<file path="src/rtl/usb_in_pkg.sv">
package usb_in_pkg;

    typedef enum logic [1:0] {
        RSP_NONE  = 2'b00,
        RSP_DATA  = 2'b01,
        RSP_NAK   = 2'b10,
        RSP_STALL = 2'b11
    } rsp_code_e;

    localparam int unsigned ADDR_FLAGS      = 0;
    localparam int unsigned ADDR_MASK       = 1;
    localparam int unsigned ADDR_HALT       = 2;
    localparam int unsigned ADDR_CAUSE_BASE = 4;

endpackage

</file>
<file path="src/rtl/usb_in_decide.sv">
module usb_in_decide
    import usb_in_pkg::*;
#(
    parameter int unsigned NUM_EP = 4,
    parameter int unsigned EP_W   = 4,
    parameter int unsigned DATA_W = 8
) (
    input  logic                     tok_valid,
    input  logic [EP_W-1:0]          tok_ep,
    input  logic [NUM_EP-1:0]        fifo_empty,
    input  logic [NUM_EP*DATA_W-1:0] fifo_rdata,
    input  logic [NUM_EP-1:0]        halt,
    output logic [NUM_EP-1:0]        pop,
    output logic [NUM_EP-1:0]        nak_hit,
    output rsp_code_e                code,
    output logic [DATA_W-1:0]        data
);

    logic [NUM_EP-1:0] sel;
    logic [NUM_EP-1:0] stall_hit;

    // One decision lane per endpoint; out-of-range numbers select no lane.
    for (genvar e = 0; e < NUM_EP; e++) begin : g_lane
        assign sel[e]       = tok_valid && (tok_ep == EP_W'(e));
        assign stall_hit[e] = sel[e] && halt[e];
        assign pop[e]       = sel[e] && !halt[e] && !fifo_empty[e];
        assign nak_hit[e]   = sel[e] && !halt[e] && fifo_empty[e];
    end

    always_comb begin
        if (|stall_hit)    code = RSP_STALL;
        else if (|nak_hit) code = RSP_NAK;
        else if (|pop)     code = RSP_DATA;
        else               code = RSP_NONE;
    end

    // AND-OR mux over the one-hot pop vector.
    always_comb begin
        data = '0;
        for (int e = 0; e < NUM_EP; e++) begin
            if (pop[e]) data = data | fifo_rdata[e*DATA_W +: DATA_W];
        end
    end

endmodule

</file>
<file path="src/rtl/usb_in_csr.sv">
module usb_in_csr
    import usb_in_pkg::*;
#(
    parameter int unsigned NUM_EP = 4,
    parameter int unsigned ADDR_W = 4
) (
    input  logic              clk,
    input  logic              rst_n,
    input  logic              reg_wr,
    input  logic [ADDR_W-1:0] reg_addr,
    input  logic [NUM_EP-1:0] reg_wdata,
    input  logic [NUM_EP-1:0] nak_hit,
    output logic [NUM_EP-1:0] halt,
    output logic [NUM_EP-1:0] flags,
    output logic [NUM_EP-1:0] reg_rdata,
    output logic              irq
);

    typedef struct packed {
        logic [NUM_EP-1:0] flags;
        logic [NUM_EP-1:0] mask;
        logic [NUM_EP-1:0] halt;
        logic [NUM_EP-1:0] cause;
    } csr_t;

    csr_t csr_d, csr_q;

    always_comb begin
        csr_d = csr_q;
        if (reg_wr) begin
            if (reg_addr == ADDR_W'(ADDR_FLAGS)) csr_d.flags = csr_q.flags & ~reg_wdata;
            if (reg_addr == ADDR_W'(ADDR_MASK))  csr_d.mask  = reg_wdata;
            if (reg_addr == ADDR_W'(ADDR_HALT))  csr_d.halt  = reg_wdata;
            for (int e = 0; e < NUM_EP; e++) begin
                if (reg_addr == ADDR_W'(ADDR_CAUSE_BASE + e) && reg_wdata[0])
                    csr_d.cause[e] = 1'b0;
            end
        end
        // New events are applied after clears, so they win a same-cycle race.
        csr_d.flags = csr_d.flags | nak_hit;
        csr_d.cause = csr_d.cause | nak_hit;
    end

    always_ff @(posedge clk) begin
        if (!rst_n) begin
            csr_q.flags <= '0;
            csr_q.mask  <= '1;
            csr_q.halt  <= '0;
            csr_q.cause <= '0;
        end else begin
            csr_q <= csr_d;
        end
    end

    always_comb begin
        reg_rdata = '0;
        if (reg_addr == ADDR_W'(ADDR_FLAGS)) reg_rdata = csr_q.flags;
        if (reg_addr == ADDR_W'(ADDR_MASK))  reg_rdata = csr_q.mask;
        if (reg_addr == ADDR_W'(ADDR_HALT))  reg_rdata = csr_q.halt;
        for (int e = 0; e < NUM_EP; e++) begin
            if (reg_addr == ADDR_W'(ADDR_CAUSE_BASE + e)) reg_rdata[0] = csr_q.cause[e];
        end
    end

    assign halt  = csr_q.halt;
    assign flags = csr_q.flags;
    assign irq   = |(csr_q.flags & csr_q.mask);

endmodule

</file>
<file path="src/rtl/usb_in_responder.sv">
module usb_in_responder
    import usb_in_pkg::*;
#(
    parameter int unsigned NUM_EP = 4,
    parameter int unsigned EP_W   = 4,
    parameter int unsigned DATA_W = 8,
    parameter int unsigned ADDR_W = 4
) (
    input  logic                     clk,
    input  logic                     rst_n,
    input  logic                     tok_valid,
    input  logic [EP_W-1:0]          tok_ep,
    input  logic [NUM_EP-1:0]        fifo_empty,
    input  logic [NUM_EP*DATA_W-1:0] fifo_rdata,
    output logic [NUM_EP-1:0]        fifo_rd,
    output logic                     resp_valid,
    output logic [1:0]               resp_code,
    output logic [DATA_W-1:0]        resp_data,
    input  logic                     reg_wr,
    input  logic [ADDR_W-1:0]        reg_addr,
    input  logic [NUM_EP-1:0]        reg_wdata,
    output logic [NUM_EP-1:0]        reg_rdata,
    output logic                     irq
);

    typedef struct packed {
        logic              vld;
        rsp_code_e         code;
        logic [DATA_W-1:0] data;
    } rsp_t;

    logic [NUM_EP-1:0] halt;
    logic [NUM_EP-1:0] flags;
    logic [NUM_EP-1:0] nak_hit;
    rsp_code_e         code;
    logic [DATA_W-1:0] word;
    rsp_t              rsp_d, rsp_q;

    usb_in_decide #(.NUM_EP(NUM_EP), .EP_W(EP_W), .DATA_W(DATA_W)) u_decide (
        .tok_valid  (tok_valid),
        .tok_ep     (tok_ep),
        .fifo_empty (fifo_empty),
        .fifo_rdata (fifo_rdata),
        .halt       (halt),
        .pop        (fifo_rd),
        .nak_hit    (nak_hit),
        .code       (code),
        .data       (word)
    );

    usb_in_csr #(.NUM_EP(NUM_EP), .ADDR_W(ADDR_W)) u_csr (
        .clk       (clk),
        .rst_n     (rst_n),
        .reg_wr    (reg_wr),
        .reg_addr  (reg_addr),
        .reg_wdata (reg_wdata),
        .nak_hit   (nak_hit),
        .halt      (halt),
        .flags     (flags),
        .reg_rdata (reg_rdata),
        .irq       (irq)
    );

    always_comb begin
        rsp_d.vld  = (code != RSP_NONE);
        rsp_d.code = code;
        rsp_d.data = (code == RSP_DATA) ? word : '0;
    end

    always_ff @(posedge clk) begin
        if (!rst_n) begin
            rsp_q.vld  <= 1'b0;
            rsp_q.code <= RSP_NONE;
            rsp_q.data <= '0;
        end else begin
            rsp_q <= rsp_d;
        end
    end

    assign resp_valid = rsp_q.vld;
    assign resp_code  = rsp_q.code;
    assign resp_data  = rsp_q.data;

endmodule

</file>
<file path="config.mk">
export PLATFORM = sky130hd
export DESIGN_NAME = usb_in_responder
export DESIGN_NICKNAME = d
export VERILOG_FILES = /design/src/rtl/usb_in_pkg.sv /design/src/rtl/usb_in_decide.sv /design/src/rtl/usb_in_csr.sv /design/src/rtl/usb_in_responder.sv
export SDC_FILE = /design/constraint.sdc
export NUM_CORES = 1
export LEC_CHECK = 0
export ABC_AREA = 1
export BUFFER_PORTS_ARGS = -buffer_cell sky130_fd_sc_hd__buf_4
export CORE_AREA = 2 2 81 44
export CTS_BUF_LIST = sky130_fd_sc_hd__clkbuf_2 sky130_fd_sc_hd__clkbuf_4 sky130_fd_sc_hd__clkbuf_8
export DETAILED_ROUTE_END_ITERATION = 12
export DIE_AREA = 0 0 83 46
export GPL_ROUTABILITY_DRIVEN = 0
export PLACE_DENSITY = 0.82
export SLEW_MARGIN = 20
export SYNTH_ARGS = -nofsm -noshare
export SYNTH_HDL_FRONTEND = slang
export SYNTH_SLANG_ARGS = --single-unit
export TNS_END_PERCENT = 50
</file>
<file path="constraint.sdc">
create_clock -name clk -period 1.25 [get_ports clk]
set_input_delay 0.0625 -clock clk [delete_from_list [all_inputs] [get_ports clk]]
set_output_delay 0.0625 -clock clk [all_outputs]
set_load 0.05 [all_outputs]
</file>
======== Word level (Yosys, flattened, before mapping) ========
Index checks and enable logic that the tools add are counted.
W data, S select, Z words.
operators by class
  equality and inequality tests ........... 10
  muxes and demuxes ....................... 22
  bitwise operators ....................... 8
  reduce and logical (&&, ||, !) cells .... 42
operators by type and width
  kind                  number
  $mux W8               4
  $logic_and A1 B1 Y1   24
  $mux W4               6
  $or A8 B8 Y8          3
  $eq A4 B3 Y1 const B  4
  $mux W16              1
  $reduce_or A4 Y1      4
  $eq A4 B2 Y1 const B  3
  $mux W1               9
  $and A4 B4 Y4         2
  $eq A4 B1 Y1 const B  2
  $logic_not A1 Y1      8
  $logic_not A4 Y1      2
  $or A4 B4 Y4          2
  $reduce_and A2 Y1     3
  $mux W2               2
  $not A4 Y4            1
  $eq A2 B1 Y1 const B  1
  $reduce_bool A2 Y1    1
word-level totals
  flip-flop bits (word level) ............. 27
  input port bits ......................... 52
  output and inout port bits .............. 20
  word-level logic and storage cells ...... 89

======== Logic depth before layout (Yosys ltp) ========
  depth in word-level cells ............... 11
  depth in mapped cells ................... 9
  depth with buffers taken out ............ 9

======== By module ========
Synthesis repeated with hierarchy kept, for this count alone.
second synthesis, totals
  cell total of the unflattened synthesis .. 279
  area total of the unflattened synthesis .. 1774.2 µm²
modules (own cells, without submodules)
  module            instances  cells each  area each (µm²)  sequential area each (µm²)
  usb_in_csr        1          119         849.6            320.3
  usb_in_decide     1          126         604.3            0.0
  usb_in_responder  1          34          320.3            220.2

======== Worst setup path after synthesis ========
OpenSTA, ideal clock, no wires.
  path kind ............................... flip-flop to output port
  start ................................... reg u_csr.csr_q[9] in the netlist's numbering
  end ..................................... out irq
  arrival ................................. 1.436 ns
  data required time ...................... 1.188 ns
  path slack .............................. -0.248 ns
  cell stages (with the launch flop) ...... 3
  buffers on the path ..................... 0
  path through ............................ dfxtp_1 -> inv_1 -> o21ai_0
between the ends
  longest elaborated chain between the ends .. 2
RTL lines
  what                      line                    RTL
  start: declaration        usb_in_csr.sv:26        csr_t csr_d, csr_q;
  start signal: assignment  usb_in_csr.sv:51        csr_q <= csr_d;
  $and A4 B4 Y4             usb_in_csr.sv:67        assign irq = |(csr_q.flags & csr_q.mask);
  $reduce_or A4 Y1          usb_in_csr.sv:67
  end: declaration          usb_in_responder.sv:23  output logic irq
Every way passes these cells.

======== Final worst setup path ========
  start ................................... reg u_csr.halt[0] (netlist name)
  end ..................................... out reg_rdata[0]
between the ends
  longest elaborated chain between the ends .. 5
RTL lines
  what                   line                    RTL
  $mux W4                usb_in_csr.sv:59        if (reg_addr == ADDR_W'(ADDR_HALT)) reg_rdata = csr_q.halt;
  $mux W1 (4 in series)  usb_in_csr.sv:61        if (reg_addr == ADDR_W'(ADDR_CAUSE_BASE + e)) reg_rdata[0] = csr_q.cause[e];
  end: declaration       usb_in_responder.sv:22  output logic [NUM_EP-1:0] reg_rdata,
Every way passes these cells.

==> flow_metrics.py <==
metrics = {
    "route": {
        "drt-total-wl_um": 4420,
        "drc": 0,
        "vias": 1705,
        "via_per_inst": 4.93,
        "first_iter_violations": 99,
        "avgRoutedWirePerCell_um": 12.8,
        "antenna_left": 0,
        "drt_pass1_iterations": 4,
    },
    "clock_network": {
        "root_buffer": "clkbuf_8",
        "cts_sinks": 27,
        "cts_tree": "done",
        "cts_max_path_buffers": 2,
        "cts_buffers": 3,
        "h-tree-depth": 1,
        "cts.clk_slew.worst_paths_ns": 0.09,
        "worstSkewPairLatency_ns": 0.28,
    },
    "job": {
        "drv_cap": 0,
    },
    "layout": {
        "fin_util_pct": 68.4,
        "syn2layout_area_growth_pct": 53.7,
        "diodes": 0,
        "drive_gt1_share_pct": 38.8,
        "fin_nets": 357,
    },
    "logic_synthesis": {
        "ys_ff_latch": 27,
        "synth_warnings": 0,
        "synth_cell_type_count": 21,
        "synth_top_area_cell": "dfxtp_1",
        "synthFlopType": "dfxtp_1",
        "syn_avg_cell_area_um2": 6.41,
        "synth_seq_area_share_pct": 37.8,
        "synth_most_common_cell": "nand2_1",
        "netlist_area_mm2": 0.00143,
        "ys_top_cells_by_count": "nand2_1 (82), dfxtp_1 (27), nor2_1 (26)",
        "synth_nets": 275,
        "synth-edff-count": 0,
        "ys_async_sr_fraction_pct": 0,
        "netlist_instances": 223,
        "yosysTopAreaCellShare_pct": 37.8,
        "ys_top_cells_by_area": "dfxtp_1 (38%), nand2_1 (22%), nor2_1 (6.8%)",
    },
    "timing": {
        "tightest_slew_ns": 0.295,
        "setup_slack_ns": -0.00840,
        "slew-limit-headroom_pct": 80.3,
        "hold_viol_final": 0,
        "grt_setup_unrepaired": "true",
        "slew_violations": 0,
        "finalSetupViolCount": 2,
        "skew_ns": 0.00710,
        "fin_crit_ns": 1.26,
        "fin_crit_sh_pct": 101,
        "fin_tns_setup_ns": -0.0130,
        "fmax_mhz": 795,
    },
    "setup_path": {
        "slowest_delay_ns": 0.35,
        "cp-start-kind": "flop",
        "worstPathRequired_ns": 1.19,
        "critical_path_class": "reg -> out",
        "cpMaxStageDelayCell": "dfxtp_2",
        "crit_fanout": 4,
        "end_kind": "primary output",
        "path_cells": "inv_4 -> nor2_4 -> nor3_2 -> nand4_1 -> buf_6",
        "cp.arrival_ns": 1.20,
    },
    "status": {
        "violations": "setup timing",
        "status": "finished with violations",
    },
    "power": {
        "p_total_w": 0.00169,
        "leakage_nw": 1.14,
        "peakVddDrop_mv": 0.531,
        "power.density_mw_per_mm2": 772,
    },
    "global_routing": {
        "grt_antenna_before_repair": 0,
        "grt_pass1_wl_um": 6760,
        "grt_pass1_vias": 1466,
        "grt_start_max_net_pins": 16,
        "grt_use_total_pct": 22.7,
        "gr-total-overflow": 0,
    },
    "floorplanning": {
        "die-height_um": 46,
        "die-area_mm2": 0.00382,
        "start_util_pct": 44.5,
        "die_x_um": 83,
        "row_count": 15,
        "ios": 72,
        "core_area_mm2": 0.00321,
    },
    "hold_path": {
        "hold_class": "in -> reg",
    },
    "placed_design": {
        "io_buffers": 71,
        "hpwl_um": 3320,
    },
}
## worst max-delay path, delay by kind of cell, from the launching register on
family	cells	cell delay [ns]
flops	1	0.35
buf+inv	2	0.26
simple gates	3	0.33
## logic make-up (layout without fill, tap and decap cells)
kind of cell | count (synthesis) | in the layout | share of synthesized area (%)
compound gates | 35 | 35 | 14.4
buf+inv | 28 | 109 | 7.36
flops | 27 | 27 | 37.8
simple gates | 133 | 133 | 40.5
## timing repair
| action | 4_1_cts | 5_1_grt |
|---|---|---|
| pin swaps | 4 | 5 |
| gates cloned | 0 | 0 |
| endpoints found under the setup margin | 6 | 15 |
| setup buffers | 3 | 1 |
| resized for setup | 9 | 19 |
| hold buffers | 0 | 0 |
## power breakdown
part	internal [W]	switching [W]	total, W
logic	0.000155	0.000164	0.000318
registers	0.000872	0.00000595	0.000878
clock network	0.000224	0.000274	0.000498
## registers in the layout (all words and copies together), names as in the netlist
name and cells:
u_csr.csr_q 8, u_csr.halt 4, u_csr.flags 4, resp_valid 1
resp_data 8, resp_code 2
## cells in the final DEF (no fill, tap or decap), types with 2 or more instances in the layout
cell,netlist,routed
nand4_1,2,2
nand2_1,82,80
dfxtp_1,27,20
inv_1,22,20
nand3_2,0,2
nor2_4,2,3
inv_2,5,5
nand3_1,10,8
dfxtp_2,0,7
buf_6,0,5
nand2_2,4,6
buf_4,0,73
inv_4,0,2
nor2_1,26,24
o21ai_0,13,12
o221ai_1,6,5
clkbuf_8,0,3
nor2_2,3,4
a21oi_1,13,12
## layer usage
| metal | vias to the layer above | share of wire (%) | track usage (%) |
|---|---|---|---|
| li1 | 872 | - | - |
| met1 | 764 | 50 | 34.3 |
| met2 | 65 | 43 | 32.7 |
| met3 | 4 | 7.1 | 5.07 |
| met4 | 0 | 0.75 | 4.92 |
| met5 | - | 0 | 0 |
## cell type report
cell class	instances	area, um2
Clock inverter	1	5.00
Sequential cell	27	549
Fill cell	290	1010
Multi-Input combinational cell	168	837
Timing Repair Buffer	78	604
Clock buffer	3	41.3
Tap cell	42	52.6
Inverter	27	106
## worst paths after layout
kind,startpoint,to,slack (ns),cells after the start
setup / recovery,u_csr.halt[0]$_SDFFE_PN0P_,reg_rdata[0],-0.008,5
setup reg to reg,u_csr.halt[3]$_SDFFE_PN0P_,resp_data[5]$_SDFF_PN0_,0.10,8
hold reg to reg,u_csr.csr_q[2]$_SDFF_PN0_,u_csr.csr_q[2]$_SDFF_PN0_,0.49,2
hold / removal,rst_n,u_csr.csr_q[10]$_SDFFE_PN1P_,0.06,2
## through the flow
step	setup WS (ns)	instances	instance area, um2	hold slack (ns)
floorplan	-0.0779	223	1430	0.179
global placement	0.0650	338	2030	0.332
detailed placement	0.0338	338	2030	0.335
CTS	-0.0273	345	2130	0.0396
global route	-0.0783	346	2200	0.0494
finish	-0.00840	346	2200	0.0561
No activity file was read; power rests on OpenSTA's default activity.
